## src/rtl/pix_fmt_pkg.sv

```systemverilog
package pix_fmt_pkg;
  localparam int unsigned BW    = 8;
  localparam int unsigned SLOTS = 4;
  localparam int unsigned SW    = $clog2(SLOTS);
  localparam int unsigned NL    = 2;

  localparam logic [3:0] FMT_WIDE   = 4'b0010;
  localparam logic [3:0] FMT_NARROW = 4'b0011;
  localparam logic [2:0] CKS_FULL   = 3'b000;
  localparam logic [2:0] CKS_HALF   = 3'b101;

  localparam logic [BW-1:0] BLANK_Y = 8'h10;
  localparam logic [BW-1:0] BLANK_C = 8'h80;

  typedef struct packed {
    logic [3:0]    fmt;
    logic          swap;
    logic          vld;
    logic [BW-1:0] y0;
    logic [BW-1:0] y1;
    logic [BW-1:0] cb;
    logic [BW-1:0] cr;
  } pair_t;

  function automatic logic fmt_ok(input logic [3:0] f);
    return (f == FMT_WIDE) || (f == FMT_NARROW);
  endfunction

  function automatic logic cks_ok(input logic [2:0] s);
    return (s == CKS_FULL) || (s == CKS_HALF);
  endfunction
endpackage

```

## src/rtl/pix_slot_ctr.sv

```systemverilog
module pix_slot_ctr
  import pix_fmt_pkg::*;
#(
  parameter int unsigned N = SLOTS,
  localparam int unsigned W = $clog2(N)
) (
  input  logic         clk_i,
  input  logic         rst_ni,
  input  logic         sol_i,
  output logic [W-1:0] slot_o
);
  logic [W-1:0] slot_q;

  // slot of the current cycle; line start forces 0
  always_comb begin
    if (sol_i)                     slot_o = '0;
    else if (slot_q == W'(N - 1))  slot_o = '0;
    else                           slot_o = slot_q + 1'b1;
  end

  always_ff @(posedge clk_i or negedge rst_ni) begin
    if (!rst_ni) slot_q <= W'(N - 1);
    else         slot_q <= slot_o;
  end

  p_sol_realign_r2: assert property (@(posedge clk_i) disable iff (!rst_ni)
    sol_i |=> (slot_q == '0));
endmodule

```

## src/rtl/pix_pair_cap.sv

```systemverilog
module pix_pair_cap
  import pix_fmt_pkg::*;
(
  input  logic          clk_i,
  input  logic          rst_ni,
  input  logic          sol_i,
  input  logic [SW-1:0] slot_i,
  input  logic [BW-1:0] y_i,
  input  logic [BW-1:0] c_i,
  input  logic          vld_i,
  input  logic [3:0]    fmt_i,
  input  logic          swap_i,
  output pair_t         pair_o
);
  logic [3:0] act_fmt_q;
  logic       act_swap_q;
  pair_t      pair_q;

  always_ff @(posedge clk_i or negedge rst_ni) begin
    if (!rst_ni) begin
      act_fmt_q  <= FMT_NARROW;
      act_swap_q <= 1'b0;
    end else if (sol_i) begin
      act_fmt_q  <= fmt_i;
      act_swap_q <= swap_i;
    end
  end

  // one capture stage per pixel of the pair, at slots 0 and 2
  for (genvar g = 0; g < 2; g++) begin : g_cap
    logic [BW-1:0] y_q;
    logic [BW-1:0] c_q;
    logic          v_q;
    always_ff @(posedge clk_i or negedge rst_ni) begin
      if (!rst_ni) begin
        y_q <= '0;
        c_q <= '0;
        v_q <= 1'b0;
      end else if (slot_i == SW'(2 * g)) begin
        y_q <= y_i;
        c_q <= c_i;
        v_q <= vld_i;
      end
    end
  end

  always_ff @(posedge clk_i or negedge rst_ni) begin
    if (!rst_ni) begin
      pair_q      <= '0;
      pair_q.fmt  <= FMT_NARROW;
    end else if (slot_i == SW'(SLOTS - 1)) begin
      pair_q.fmt  <= act_fmt_q;
      pair_q.swap <= act_swap_q;
      pair_q.vld  <= g_cap[0].v_q & g_cap[1].v_q;
      pair_q.y0   <= g_cap[0].y_q;
      pair_q.cb   <= g_cap[0].c_q;
      pair_q.y1   <= g_cap[1].y_q;
      pair_q.cr   <= g_cap[1].c_q;
    end
  end

  assign pair_o = pair_q;

  p_cfg_hold_r6: assert property (@(posedge clk_i) disable iff (!rst_ni)
    !sol_i |=> ($stable(act_fmt_q) && $stable(act_swap_q)));
endmodule

```

## src/rtl/pix_lane_mux.sv

```systemverilog
module pix_lane_mux
  import pix_fmt_pkg::*;
(
  input  logic             clk_i,
  input  logic             rst_ni,
  input  pair_t            pair_i,
  input  logic [SW-1:0]    slot_i,
  input  logic [2:0]       cks_i,
  output logic [NL*BW-1:0] data_o,
  output logic [NL*BW-1:0] oe_o,
  output logic             err_o
);
  localparam int unsigned DW = NL * BW;

  logic [BW-1:0] y0, y1, c_a, c_b;
  logic          narrow, wide, late;
  logic [BW-1:0] lane_d  [NL];
  logic          lane_en [NL];
  logic [DW-1:0] data_d, oe_d;

  logic [DW-1:0] data_q, oe_q;
  logic          err_q, wide_q;
  logic [SW-1:0] idx_q;

  always_comb begin
    y0  = pair_i.vld ? pair_i.y0 : BLANK_Y;
    y1  = pair_i.vld ? pair_i.y1 : BLANK_Y;
    c_a = pair_i.vld ? (pair_i.swap ? pair_i.cr : pair_i.cb) : BLANK_C;
    c_b = pair_i.vld ? (pair_i.swap ? pair_i.cb : pair_i.cr) : BLANK_C;
    narrow = (pair_i.fmt == FMT_NARROW);
    wide   = (pair_i.fmt == FMT_WIDE);
    late   = slot_i[SW-1];
  end

  // lane NL-1 is the upper byte, lane 0 the lower
  for (genvar l = 0; l < NL; l++) begin : g_lane
    if (l == NL - 1) begin : g_hi
      always_comb begin
        lane_en[l] = narrow | wide;
        if (narrow)
          lane_d[l] = slot_i[0] ? (late ? y1 : y0) : (late ? c_b : c_a);
        else if (wide)
          lane_d[l] = late ? y1 : y0;
        else
          lane_d[l] = '0;
      end
    end else begin : g_lo
      always_comb begin
        lane_en[l] = wide;
        lane_d[l]  = wide ? (late ? c_b : c_a) : '0;
      end
    end
    assign data_d[l*BW +: BW] = lane_d[l];
    assign oe_d[l*BW +: BW]   = {BW{lane_en[l]}};
  end

  always_ff @(posedge clk_i or negedge rst_ni) begin
    if (!rst_ni) begin
      data_q <= '0;
      oe_q   <= '0;
      err_q  <= 1'b0;
      wide_q <= 1'b0;
      idx_q  <= '0;
    end else begin
      data_q <= data_d;
      oe_q   <= oe_d;
      err_q  <= !fmt_ok(pair_i.fmt) || !cks_ok(cks_i);
      wide_q <= wide;
      idx_q  <= slot_i;
    end
  end

  assign data_o = data_q;
  assign oe_o   = oe_q;
  assign err_o  = err_q;

  p_oe_legal_r3: assert property (@(posedge clk_i) disable iff (!rst_ni)
    (oe_q == '0) || (oe_q == {DW{1'b1}}) || (oe_q == {{BW{1'b1}}, {(DW-BW){1'b0}}}));

  p_wide_hold_r4: assert property (@(posedge clk_i) disable iff (!rst_ni)
    (wide_q && idx_q[0]) |-> $stable(data_q));
endmodule

```

## src/rtl/pix_clk_out.sv

```systemverilog
module pix_clk_out
  import pix_fmt_pkg::*;
(
  input  logic       clk_i,
  input  logic       rst_ni,
  input  logic       sol_i,
  input  logic       odd_i,
  input  logic       pol_i,
  input  logic [2:0] cks_i,
  output logic       llc1_o,
  output logic       llc2_o
);
  logic llc2_q;

  // divide-by-2 phase-locked to the byte index; high over luma bytes
  always_ff @(posedge clk_i or negedge rst_ni) begin
    if (!rst_ni) llc2_q <= 1'b1;
    else         llc2_q <= odd_i;
  end

  assign llc2_o = llc2_q ^ pol_i;

  always_comb begin
    unique case (cks_i)
      CKS_FULL: llc1_o = clk_i ^ pol_i;
      CKS_HALF: llc1_o = llc2_o;
      default:  llc1_o = 1'b0;
    endcase
  end

  p_half_toggle_r9: assert property (@(posedge clk_i) disable iff (!rst_ni)
    !sol_i |=> (llc2_q != $past(llc2_q)));
endmodule

```

## src/rtl/pix_port_fmt.sv

```systemverilog
module pix_port_fmt
  import pix_fmt_pkg::*;
(
  input  logic        clk_i,
  input  logic        rst_ni,
  input  logic        sol_i,
  input  logic        vld_i,
  input  logic [7:0]  y_i,
  input  logic [7:0]  c_i,
  input  logic [3:0]  fmt_sel_i,
  input  logic        swap_i,
  input  logic [2:0]  cks_sel_i,
  input  logic        pol_i,
  output logic [15:0] data_o,
  output logic [15:0] data_oe_o,
  output logic        llc1_o,
  output logic        llc2_o,
  output logic        cfg_err_o
);
  logic [SW-1:0] slot;
  pair_t         pair;

  pix_slot_ctr #(.N(SLOTS)) u_slot (
    .clk_i  (clk_i),
    .rst_ni (rst_ni),
    .sol_i  (sol_i),
    .slot_o (slot)
  );

  pix_pair_cap u_cap (
    .clk_i  (clk_i),
    .rst_ni (rst_ni),
    .sol_i  (sol_i),
    .slot_i (slot),
    .y_i    (y_i),
    .c_i    (c_i),
    .vld_i  (vld_i),
    .fmt_i  (fmt_sel_i),
    .swap_i (swap_i),
    .pair_o (pair)
  );

  pix_lane_mux u_mux (
    .clk_i  (clk_i),
    .rst_ni (rst_ni),
    .pair_i (pair),
    .slot_i (slot),
    .cks_i  (cks_sel_i),
    .data_o (data_o),
    .oe_o   (data_oe_o),
    .err_o  (cfg_err_o)
  );

  pix_clk_out u_clk (
    .clk_i  (clk_i),
    .rst_ni (rst_ni),
    .sol_i  (sol_i),
    .odd_i  (slot[0]),
    .pol_i  (pol_i),
    .cks_i  (cks_sel_i),
    .llc1_o (llc1_o),
    .llc2_o (llc2_o)
  );

  p_hiz_bad_fmt_r7: assert property (@(posedge clk_i) disable iff (!rst_ni)
    (cfg_err_o && $past(cks_ok(cks_sel_i))) |-> (data_oe_o == '0 && data_o == '0));
endmodule

```

## config.mk

```make
export PLATFORM = sky130hd
export DESIGN_NAME = pix_port_fmt
export DESIGN_NICKNAME = d
export VERILOG_FILES = /design/src/rtl/pix_fmt_pkg.sv /design/src/rtl/pix_slot_ctr.sv /design/src/rtl/pix_pair_cap.sv /design/src/rtl/pix_lane_mux.sv /design/src/rtl/pix_clk_out.sv /design/src/rtl/pix_port_fmt.sv
export SDC_FILE = /design/constraint.sdc
export NUM_CORES = 1
export LEC_CHECK = 0
export ABC_AREA = 1
export BUFFER_PORTS_ARGS = -buffer_cell sky130_fd_sc_hd__buf_2
export CAP_MARGIN = 5
export CORE_MARGIN = 3
export CORE_UTILIZATION = 57
export CTS_CLUSTER_SIZE = 28
export DETAILED_ROUTE_END_ITERATION = 16
export GPL_TIMING_DRIVEN = 0
export HOLD_SLACK_MARGIN = 0.05
export MAX_ROUTING_LAYER = met4
export PLACE_DENSITY = 0.8
export SETUP_SLACK_MARGIN = 0.5
export SLEW_MARGIN = 0
export SYNTH_ARGS = -nofsm -noshare
export SYNTH_HDL_FRONTEND = slang
export SYNTH_SLANG_ARGS = --single-unit
```

## constraint.sdc

```tcl
create_clock -name clk_i -period 2.3 [get_ports clk_i]
set_clock_uncertainty 0.05 [all_clocks]
set_input_delay 0.46 -clock clk_i [delete_from_list [all_inputs] [get_ports clk_i]]
set_output_delay 0.46 -clock clk_i [all_outputs]
set_load 0.01 [all_outputs]
```

==> impl_metrics.json <==
{
  "io_pins": 64,
  "num_rows": 31,
  "grt_overflow_total": 0,
  "antenna_left": 0,
  "fillers": 542,
  "synth_area_mm2": 0.004309,
  "end_kind": "output pin",
  "synth_nets": 534,
  "area_delta_synth_final_pct": 22.01,
  "path_clk_slew_ns": 0.09,
  "finalHoldViolations": 0,
  "grt_max_degree": 73,
  "p_leak_nw": 2.914,
  "initial_utilization_pct": 59.09,
  "track_usage_pct": 24.21,
  "drc": 0,
  "yosysWarnings": 0,
  "r2r-end": "u_mux.data_o[12]",
  "fin_setup_tns_ns": 0,
  "setup_viol": 0,
  "pre_cts_slack_ns": 0.2961,
  "holdPathStages": 3,
  "syn_area_per_cell_um2": 8.550,
  "rsz0062_at_grt": "true",
  "coreArea_mm2": 0.007292,
  "crit_buf_inv": 3,
  "fin_nets": 621,
  "crit_path_max_incr_delay_ns": 0.14,
  "cp-start-kind": "clock port",
  "first_pass_iters": 5,
  "die_y_um": 92.95,
  "status": "complete, no violations",
  "finalWeightedCongestion": 0.8671,
  "reg2reg_setup_slack_ns": 0.53,
  "hold_end": "u_cap.act_fmt_q[1]",
  "cts_tree": "done",
  "cp.arrival_ns": 1.75,
  "grt_pass1_vias": 3426,
  "cpMostUsedCell": "buf_8",
  "tightest_slew_ns": 0.6349,
  "wl_per_cell_um": 14.09,
  "yosysSeqAreaShare_pct": 57.08,
  "layout-drive-gt1-share_pct": 26.34,
  "netlist_instances": 504,
  "antenna_cells": 0,
  "slew_headroom_pct": 57.44,
  "critPathKind": "clk2out",
  "synth-seq-cells": 98,
  "drt_iter0_drc": 294,
  "critPathRequiredTime_ns": 1.79,
  "vias": 3525,
  "fin_ws_ns": 0.03580,
  "cp_cell_sequence": "buf_8, buf_8, xor2_2, nand2_1, nand2_2, buf_6",
  "antenna_found_initial": 0,
  "r2r_cells": 10,
  "dp_hpwl_um": 6541,
  "path_delay_family": "buffers and inverters",
  "drt-total-wl_um": 9795,
  "die_x_um": 92.95,
  "min-delay-start": "fmt_sel_i[1]",
  "via_per_inst": 5.072,
  "port_buffers": 62,
  "synth.distinct_cells": 27,
  "hp-class": "in2reg",
  "reg2reg_from": "u_slot.slot_q[0]",
  "peakVddDrop_mv": 0.4914,
  "grt_first_pass_wirelength_um": 15900,
  "fin_hold_ws_ns": 0.1245,
  "slew_viol_final": 0,
  "power_density_mw_per_mm2": 1101,
  "drv_cap": 0,
  "cp_slowest_cell": "xor2_2",
  "insertion_delay_ns": 0.48,
  "fp.dieArea_mm2": 0.008639,
  "cp_max_fo": 2
}
state kept, by name, indices dropped and copies added, names as in the netlist:
signal            count
u_mux.oe_o            2
u_cap.g_cap.y_q      16
u_cap.g_cap.v_q       2
u_cap.act_fmt_q       4
u_cap.g_cap.c_q      16
u_mux.err_o           1
u_cap.act_swap_q      1
u_cap.pair_o         38
u_slot.slot_q         2
u_mux.data_o         16
logic make-up (layout without fill, tap and decap cells):
| kind of cell | count (synthesis) | after routing | share of synthesized area [%] |
|---|---|---|---|
| and+or+nand+nor | 288 | 288 | 27.93 |
| AOI/OAI and AO/OA | 50 | 50 | 5.807 |
| buffers and inverters | 65 | 157 | 8.478 |
| adders and majority gates | 1 | 1 | 0.2903 |
| DFF | 98 | 98 | 57.08 |
| xor gates and xnor gates | 2 | 2 | 0.4066 |
worst register-to-register path: stages (launching register included):
cell and delay [ns]:
dfstp_2 0.57, buf_4 0.12, ha_1 0.22, buf_6 0.16, inv_8 0.07, nor2_4 0.04
buf_6 0.14, nand2_1 0.09, nand3_2 0.08, nand3_2 0.08, nand2_1 0.06
synthesized netlist by cell type:
cell type  instances  area [um^2]
xor2_1             2        17.52
nor2_8             1        20.02
dfrtp_1           92         2302
inv_1             23        86.33
clkbuf_2           1        5.000
nand2_1          241        904.6
inv_4              1        6.260
nand2_8            1        20.02
nand4_1            7        43.79
dfstp_2            6        157.7
nand3_1           26        130.1
a21oi_1            8        40.04
o21ai_0           25        125.1
nor2_4             2        22.52
o21ai_1           17        85.08
nand2_2            3        18.77
nor3_1             1        5.000
ha_1               1        12.51
nor2_1             3        11.26
nor2_2             1        6.260
inv_2              3        11.26
nor3_2             1        10.01
clkbuf_1           1        3.750
buf_6              4        45.04
buf_2             13        65.06
nand2_4            1        11.26
buf_4             19        142.6
worst max-delay path by stage:
stage                            end   start  slack (ns)  cells past startpoint
2_1_floorplan                 llc1_o   clk_i        0.39                      3
3_5_place_dp                  llc1_o   clk_i        0.30                      4
3_3_place_gp   u_cap.g_cap[0].c_q[0]  rst_ni       -0.11                      1
4_1_cts                       llc1_o   clk_i       0.009                      6
6_report                      llc1_o   clk_i        0.04                      6
5_1_grt                       llc1_o   clk_i       0.008                      6
power by group:
part	internal [W]	total, W	switching [W]
registers	0.00228	0.00265	0.000379
clock network	0.000688	0.00134	0.000654
logic	0.000736	0.00179	0.00106
layout by cell type (no fill, tap or decap), types with 2 or more instances in the layout:
cell,instances
nand2_1,238
nand2_8,2
inv_4,2
buf_2,67
o21ai_1,22
buf_8,5
clkbuf_8,11
nand3_2,5
clkinv_4,2
xor2_2,2
dfrtp_1,92
dfstp_2,6
o21ai_0,20
buf_6,9
a21oi_1,8
nand3_1,21
nand4_1,7
buf_4,27
nor2_4,3
nand2_2,4
clkbuf_1,2
inv_1,23
nand2_4,2
nor2_1,3
per-layer routing:
layer  vias up  GRT usage [%]  wire length, um
li1       1743              -                -
met1      1618          30.59             4239
met2       140          38.33             4715
met3        24          5.361              615
met4         0          9.646              226
met5         -              -                0
per-stage QoR:
stage / total power (W) / util [%] / instances / area, um^2
3_5_place_dp: 0.004309 / 65.49 / 666 / 4776
2_1_floorplan: 0.003761 / - / 504 / 4312
5_1_grt: 0.006161 / 72.10 / 695 / 5258
6_report: 0.005787 / 72.10 / 695 / 5258
3_3_place_gp: 0.004202 / 65.08 / 665 / 4746
4_1_cts: 0.005639 / 69.90 / 688 / 5097
repair_timing:
action	in CTS	in global routing
hold buffers	1	0
resized for setup	14	29
buffers inserted	2	6
pin swaps	1	5
endpoints found under the hold margin	22	0
setup endpoints to repair	25	69
gates cloned	0	1
layout make-up:
class,count,area (um^2),area share [%]
timing repair buffer,72,430.4,8.187
multi-input combinational,341,1555,29.58
buffer,38,316.6,6.021
inverter,27,113.9,2.166
clock inverter,5,61.31,1.166
sequential,98,2460,46.79
tap,99,123.9,2.356
clock buffer,15,196.4,3.736
(Power assumes the default switching activity.)
